### config.mk
export PLATFORM = sky130hd
export DESIGN_NAME = txq_class_arbiter
export DESIGN_NICKNAME = d
export VERILOG_FILES = /design/src/rtl/txarb_pkg.sv /design/src/rtl/txarb_rank.sv /design/src/rtl/txarb_pick.sv /design/src/rtl/txarb_hold.sv /design/src/rtl/txarb_frag_enc.sv /design/src/rtl/txq_class_arbiter.sv
export SDC_FILE = /design/constraint.sdc
export NUM_CORES = 1
export LEC_CHECK = 0
export BUFFER_PORTS_ARGS = -buffer_cell sky130_fd_sc_hd__buf_2
export CAP_MARGIN = 20
export CORE_MARGIN = 2
export CORE_UTILIZATION = 30
export DETAILED_ROUTE_END_ITERATION = 10
export GPL_TIMING_DRIVEN = 0
export HOLD_SLACK_MARGIN = 0.1
export PLACE_DENSITY = 0.68
export REMOVE_ABC_BUFFERS = 1
export SLEW_MARGIN = 30
export SYNTH_ARGS = -nofsm -noshare
export SYNTH_HDL_FRONTEND = slang
export SYNTH_SLANG_ARGS = --single-unit
### constraint.sdc
create_clock -name clk -period 4.22 [get_ports clk]
set_clock_uncertainty 0.15 [all_clocks]
set_input_delay 0.844 -clock clk [delete_from_list [all_inputs] [get_ports clk]]
set_output_delay 0.844 -clock clk [all_outputs]
set_load 0.02 [all_outputs]
### src/rtl/txarb_pkg.sv
// Package: shared widths and helpers for the transmit arbiter.
// Assumes the queue count is a power of two or at least two.
package txarb_pkg;

    // Width of a queue index for a given queue count.
    function automatic int qidx_w(input int nq);
        return (nq > 1) ? $clog2(nq) : 1;
    endfunction

endpackage

### src/rtl/txarb_rank.sv
// Module: builds a per-queue priority key {class, position}.
// A larger key wins. The class bit is set for express queues
// only while preemption is enabled. The position encodes the fixed order,
// which the reverse bit flips. Assumes the keys are used combinationally.
module txarb_rank #(
    parameter int NUM_Q = 4,
    localparam int QW = txarb_pkg::qidx_w(NUM_Q),
    localparam int KW = QW + 1
) (
    input  logic [NUM_Q-1:0]         preempt_mask_i,
    input  logic                     preempt_en_i,
    input  logic                     reverse_i,
    output logic [NUM_Q-1:0][KW-1:0] key_o
);

    genvar gi;
    generate
        for (gi = 0; gi < NUM_Q; gi++) begin : g_key
            logic          hi_class;
            logic [QW-1:0] pos;
            // Express class only exists when preemption is on.
            always_comb hi_class = preempt_en_i & ~preempt_mask_i[gi];
            // Normal order favours low indices; reverse favours high ones.
            always_comb pos = reverse_i ? QW'(gi) : QW'(NUM_Q - 1 - gi);
            always_comb key_o[gi] = {hi_class, pos};
        end
    endgenerate

endmodule

### src/rtl/txarb_pick.sv
// Module: selects the requesting queue with the largest key.
// Keys are unique because positions are unique, so the result is one-hot
// or zero. Uses a full comparison matrix: one compare level plus an AND.
module txarb_pick #(
    parameter int NUM_Q = 4,
    localparam int QW = txarb_pkg::qidx_w(NUM_Q),
    localparam int KW = QW + 1
) (
    input  logic [NUM_Q-1:0]         req_i,
    input  logic [NUM_Q-1:0][KW-1:0] key_i,
    output logic [NUM_Q-1:0]         win_o
);

    genvar gi;
    generate
        for (gi = 0; gi < NUM_Q; gi++) begin : g_win
            logic [NUM_Q-1:0] beaten;
            // A queue is beaten by any other requester holding a larger key.
            always_comb begin
                for (int j = 0; j < NUM_Q; j++) begin
                    beaten[j] = (j != gi) && req_i[j] && (key_i[j] > key_i[gi]);
                end
            end
            // Wins when requesting and nobody beats it.
            always_comb win_o[gi] = req_i[gi] & ~(|beaten);
        end
    endgenerate

endmodule

### src/rtl/txarb_hold.sv
// Module: grant register. Loads the picked queue when idle, holds it
// until the owner strobes done, then spends one idle cycle at zero.
// Assumes the pick input is one-hot or zero.
module txarb_hold #(
    parameter int NUM_Q = 4
) (
    input  logic             clk,
    input  logic             rst_n,
    input  logic [NUM_Q-1:0] pick_i,
    input  logic [NUM_Q-1:0] req_i,
    input  logic [NUM_Q-1:0] done_i,
    output logic [NUM_Q-1:0] grant_o
);

    logic [NUM_Q-1:0] grant_q;
    logic             busy;
    logic             release_now;

    // Busy while any grant is held.
    always_comb busy = |grant_q;
    // Only the owner's done strobe ends the grant.
    always_comb release_now = |(grant_q & done_i);

    // Grant state: load when idle, clear on owner done, else hold.
    always_ff @(posedge clk) begin
        if (!rst_n) begin
            grant_q <= '0;
        end else if (!busy) begin
            grant_q <= pick_i;
        end else if (release_now) begin
            grant_q <= '0;
        end
    end

    always_comb grant_o = grant_q;

    p_reset_r1: assert property (@(posedge clk) disable iff (!rst_n)
        $past(!rst_n) |-> (grant_q == '0));

    p_onehot_r7: assert property (@(posedge clk) disable iff (!rst_n)
        $onehot0(grant_q));

    p_from_req_r7: assert property (@(posedge clk) disable iff (!rst_n)
        (grant_q == '0) |=> ((grant_q & ~$past(req_i)) == '0));

    p_idle_r2: assert property (@(posedge clk) disable iff (!rst_n)
        ((grant_q == '0) && (req_i == '0)) |=> (grant_q == '0));

    p_hold_r8: assert property (@(posedge clk) disable iff (!rst_n)
        ((grant_q != '0) && ((grant_q & done_i) == '0)) |=> $stable(grant_q));

    p_release_r9: assert property (@(posedge clk) disable iff (!rst_n)
        ((grant_q & done_i) != '0) |=> (grant_q == '0));

endmodule

### src/rtl/txarb_frag_enc.sv
// Module: encodes a requested fragment size in bytes into a multiplier
// m with size = UNIT * (m + 1), rounding up and saturating at the top
// level. Purely combinational; the clock and reset feed the checks only.
module txarb_frag_enc #(
    parameter int FRAG_W = 16,
    parameter int UNIT   = 64,
    parameter int LEVELS = 4,
    localparam int MW = $clog2(LEVELS)
) (
    input  logic              clk,
    input  logic              rst_n,
    input  logic [FRAG_W-1:0] frag_req_i,
    output logic [MW-1:0]     frag_mult_o
);

    logic [LEVELS-2:0] over;

    genvar gk;
    generate
        for (gk = 0; gk < LEVELS - 1; gk++) begin : g_thr
            // Set when the request does not fit in level gk.
            always_comb over[gk] = frag_req_i > FRAG_W'(UNIT * (gk + 1));
        end
    endgenerate

    // Thresholds rise, so the count of exceeded levels is the multiplier.
    always_comb begin
        frag_mult_o = '0;
        for (int k = 0; k < LEVELS - 1; k++) begin
            frag_mult_o = frag_mult_o + MW'(over[k]);
        end
    end

    p_frag_fits_r10: assert property (@(posedge clk) disable iff (!rst_n)
        (int'(frag_req_i) <= UNIT * LEVELS) |->
        ((int'(frag_mult_o) + 1) * UNIT >= int'(frag_req_i)));

    p_frag_min_r10: assert property (@(posedge clk) disable iff (!rst_n)
        (frag_mult_o != '0) |-> (int'(frag_mult_o) * UNIT < int'(frag_req_i)));

endmodule

### src/rtl/txq_class_arbiter.sv
// Module: four-queue transmit arbiter with a reversible fixed order and
// express-over-preemptible classing, plus a fragment-size encoder.
// Assumes the done strobes are one-cycle pulses from the owning queue.
module txq_class_arbiter #(
    parameter int NUM_Q  = 4,
    parameter int FRAG_W = 16,
    parameter int UNIT   = 64,
    parameter int LEVELS = 4,
    localparam int QW = txarb_pkg::qidx_w(NUM_Q),
    localparam int KW = QW + 1,
    localparam int MW = $clog2(LEVELS)
) (
    input  logic              clk,
    input  logic              rst_n,
    input  logic [NUM_Q-1:0]  req_i,
    input  logic [NUM_Q-1:0]  preempt_mask_i,
    input  logic              preempt_en_i,
    input  logic              reverse_i,
    input  logic [NUM_Q-1:0]  done_i,
    input  logic [FRAG_W-1:0] frag_req_i,
    output logic [NUM_Q-1:0]  grant_o,
    output logic [MW-1:0]     frag_mult_o
);

    logic [NUM_Q-1:0][KW-1:0] key;
    logic [NUM_Q-1:0]         pick;

    txarb_rank #(.NUM_Q(NUM_Q)) u_rank (
        .preempt_mask_i (preempt_mask_i),
        .preempt_en_i   (preempt_en_i),
        .reverse_i      (reverse_i),
        .key_o          (key)
    );

    txarb_pick #(.NUM_Q(NUM_Q)) u_pick (
        .req_i (req_i),
        .key_i (key),
        .win_o (pick)
    );

    txarb_hold #(.NUM_Q(NUM_Q)) u_hold (
        .clk     (clk),
        .rst_n   (rst_n),
        .pick_i  (pick),
        .req_i   (req_i),
        .done_i  (done_i),
        .grant_o (grant_o)
    );

    txarb_frag_enc #(.FRAG_W(FRAG_W), .UNIT(UNIT), .LEVELS(LEVELS)) u_frag (
        .clk         (clk),
        .rst_n       (rst_n),
        .frag_req_i  (frag_req_i),
        .frag_mult_o (frag_mult_o)
    );

    p_express_first_r6: assert property (@(posedge clk) disable iff (!rst_n)
        ((grant_o == '0) && preempt_en_i && ((req_i & ~preempt_mask_i) != '0))
        |=> ((grant_o & ~$past(preempt_mask_i)) != '0));

endmodule

==> metrics.log <==
INFO  metric hpwl = roughly 1100 µm
INFO  metric number_of_flip_flops_under_the_largest_register_name = 4
INFO  metric post-route-drc-count = 0
INFO  metric fmaxAchievable = a little under 300 MHz
INFO  metric grt_use_total = 0.136
INFO  metric cp_common_cell = buf_2
INFO  metric cts-root-buf = clkbuf_4
INFO  metric flip_flop_and_latch_count_after_synthesis = 4
INFO  metric synth_top_cell_by_area = dfxtp_1
INFO  metric start_util = 0.325
INFO  metric post_detailed_route_count_of_antenna_violating_nets = 0
INFO  metric cp_top_family = adder cells
INFO  metric drv.max_cap_violation_count = 0
INFO  metric vdd_ir_drop_max = 0.158 mV
INFO  metric violation_count_after_the_first_detailed_route_iteration = 9
INFO  metric grt_antenna_before_repair = 0
INFO  metric final_antenna_diode_count = 0
INFO  metric ys.warnings.count = 0
INFO  metric drive_above_1_share = 0.465
INFO  metric number_of_setup_violations_in_the_final_report = 0
INFO  metric layout.nets = 142
INFO  metric cts_made_buffers = 3
INFO  metric crit_chain = buf_2 -> nor4_1 -> nand2_1 -> a211o_1 -> fa_1 -> buf_2
INFO  metric post_synth.cell_area_avg = 8.20 µm²
INFO  metric num_io_pins = 38
INFO  metric tritoncts = yes
INFO  metric crit_path_max_incr_delay = roughly 0.53 ns
INFO  metric slew-limit-headroom = 0.775
INFO  metric worst_slew_pin_slew = ~0.33 ns
INFO  metric power_density = 220 nW/µm²
INFO  metric power_leakage = 0.000375 µW
INFO  metric num_rows = 14
INFO  metric finalHoldViolations = 0
INFO  metric tcrit_tclk_final = 0.807
INFO  metric portBuffers = 37
INFO  metric synth_flop_cell = dfxtp_1
INFO  metric path_clk_slew = 0.04 ns
INFO  metric floorplan.die_area = slightly above 2000 µm²
INFO  metric vias = 591
INFO  metric die_w = 44.8 µm
INFO  metric critPathLaunchType = input port
INFO  metric fp.dieH = 44.8 µm
INFO  metric wl_per_cell = 10.3 µm
INFO  metric clock_tree.htree_level_count = 1
INFO  metric cts_setup_buffers = 0
INFO  metric area_growth = 45.5%
INFO  metric post_cts_resized = 0
INFO  metric layout.filler_cells = 160
INFO  metric worst_setup_path_end_kind = output port
INFO  metric fraction_of_the_yosys_area_taken_by_sequential_cells = 0.160
INFO  metric critical_path_arrival = about 2.4 ns
INFO  metric overflow = 0
INFO  metric viasPerCell = roughly 5
INFO  metric crit_type = in2out
INFO  metric clock_sink_count = 4
INFO  metric cts_hold_buffers = 0
INFO  metric core_region_area = between 1500 and 2000 µm²
INFO  metric finalMaxSlewViolations = 0
INFO  metric synth-edff-count = 0
INFO  metric worstHoldPathType = reg2reg
INFO  metric netlist_instances = 61
INFO  metric seqCellArea = 80.1 µm²
INFO  metric multi_input_area = 402 µm²
INFO  metric required = 3.23 ns
INFO  metric routed_wirelength = 1210 µm
INFO  metric outcome = finished, final reports clean
INFO  metric yosys.area.top_type_share = 0.160
INFO  metric yosys.cell_count.top_type = nand2_1
INFO  metric clk-insertion-delay-late = 0.24 ns
INFO  metric crit_path_max_delay_cell_type = fa_1
INFO  metric cp.buffers_inverters = 2
INFO  metric grt_pass1_vias = 537
INFO  metric drt_first_pass_iters = 4
INFO  metric final_util = 0.472
INFO  metric largest_net_degree_at_the_start_of_global_routing = 7
INFO  metric grt_pass1_wl = 2040 µm
INFO  metric synthArstFlopShare = 0
INFO  metric place.detailed.instances = between 100 and 150
INFO  metric max-clock-path-buffers = 2
INFO  metric critPathMaxFanout = 2
INFO  metric period_minus_slack = between 3 and 4 ns
INFO  metric fin_cells = ~120
INFO  metric rsz0062_at_grt = no
INFO  metric syn-cell-area = 500 µm²
INFO  metric totalNegativeSetupSlack = 0 ns
INFO  metric synth.top_cells.by_count = nand2_1, ha_1, inv_1
INFO  metric netlist-cell-type-count = 30
INFO  metric place.gp.congestion = approximately 0.72
INFO  metric cell_types_occupying_the_most_area_after_synthesis = dfxtp_1, ha_1, nand2_1
-- final timing paths --
| kind | depth (start not counted) | slack [ns] | to | from |
|---|---|---|---|---|
| max reg2reg | 4 | 2.75 | u_hold.grant_o[2]$_SDFFE_PN0P_ | u_hold.grant_o[2]$_SDFFE_PN0P_ |
| min | 2 | 0.38 | u_hold.grant_o[0]$_SDFFE_PN0P_ | u_hold.grant_o[0]$_SDFFE_PN0P_ |
| min reg2reg | 2 | 0.38 | u_hold.grant_o[0]$_SDFFE_PN0P_ | u_hold.grant_o[0]$_SDFFE_PN0P_ |
| max | 6 | 0.82 | frag_mult_o[0] | frag_req_i[11] |
-- where the power goes --
group | total, µW | internal, µW | switching [µW] | leakage (µW)
registers | 46.2 | 41.3 | 4.86 | 0.0000327
clock network | 48.6 | 31.9 | 16.7 | 0.0000138
logic | 65.6 | 34.0 | 31.6 | 0.000329
-- routing by layer --
| layer | share of wire | track usage |
|---|---|---|
| met1 | 0.43 | 0.156 |
| met3 | 0.033 | 0.0480 |
| met5 | 0 | 0 |
| met2 | 0.54 | 0.238 |
| met4 | 0 | 0.0353 |
-- worst reg2reg max path: cells and delay by family, from the launching register on --
family	cells	cell delay [ns]
flops	1	0.34
simple gates	3	0.71
compound gates	1	0.16
-- cells in the final DEF (no fill, tap or decap), types with 2 or more instances in the layout --
| cell | synthesis | layout |
|---|---|---|
| nor4_1 | 3 | 3 |
| ha_1 | 6 | 6 |
| nand2b_1 | 3 | 3 |
| nor2_1 | 2 | 2 |
| a21o_1 | 3 | 3 |
| nor2b_1 | 2 | 2 |
| a21boi_0 | 2 | 2 |
| clkbuf_4 | 0 | 3 |
| buf_2 | 0 | 37 |
| dfxtp_1 | 4 | 4 |
| o22ai_1 | 2 | 2 |
| nand2_1 | 8 | 8 |
| a211o_1 | 2 | 2 |
| o21ai_0 | 2 | 2 |
| inv_1 | 5 | 5 |
-- cell families (layout without fill, tap and decap cells) --
group | after synthesis | count (layout) | synth area share
AO/OA/AOI/OAI | 21 | 21 | 0.323
adder cells (fa/ha/maj) | 7 | 7 | 0.190
buffers and inverters | 5 | 45 | 0.0375
flip-flops | 4 | 4 | 0.160
AND/OR/NAND/NOR | 24 | 24 | 0.290
-- area by class of cell --
cell class | instances | area share
clock buffers | 3 | 0.0309
inverters | 5 | 0.0258
multi-input cells | 52 | 0.552
flip-flops and latches | 4 | 0.110
well taps | 16 | 0.0275
repair buffers | 37 | 0.254
-- metrics by stage --
step	hold WS, ns	total power (µW)	instance area [µm²]	setup WS (ns)
final	0.377	160	728	0.816
after detailed placement	0.377	113	706	0.792
after CTS	0.383	162	728	0.792
after floorplan	0.434	86.8	500	1.02
after global placement	0.369	112	706	0.820
after global routing	0.422	175	728	0.671
Note: power is estimated with default switching activity, not from simulation.
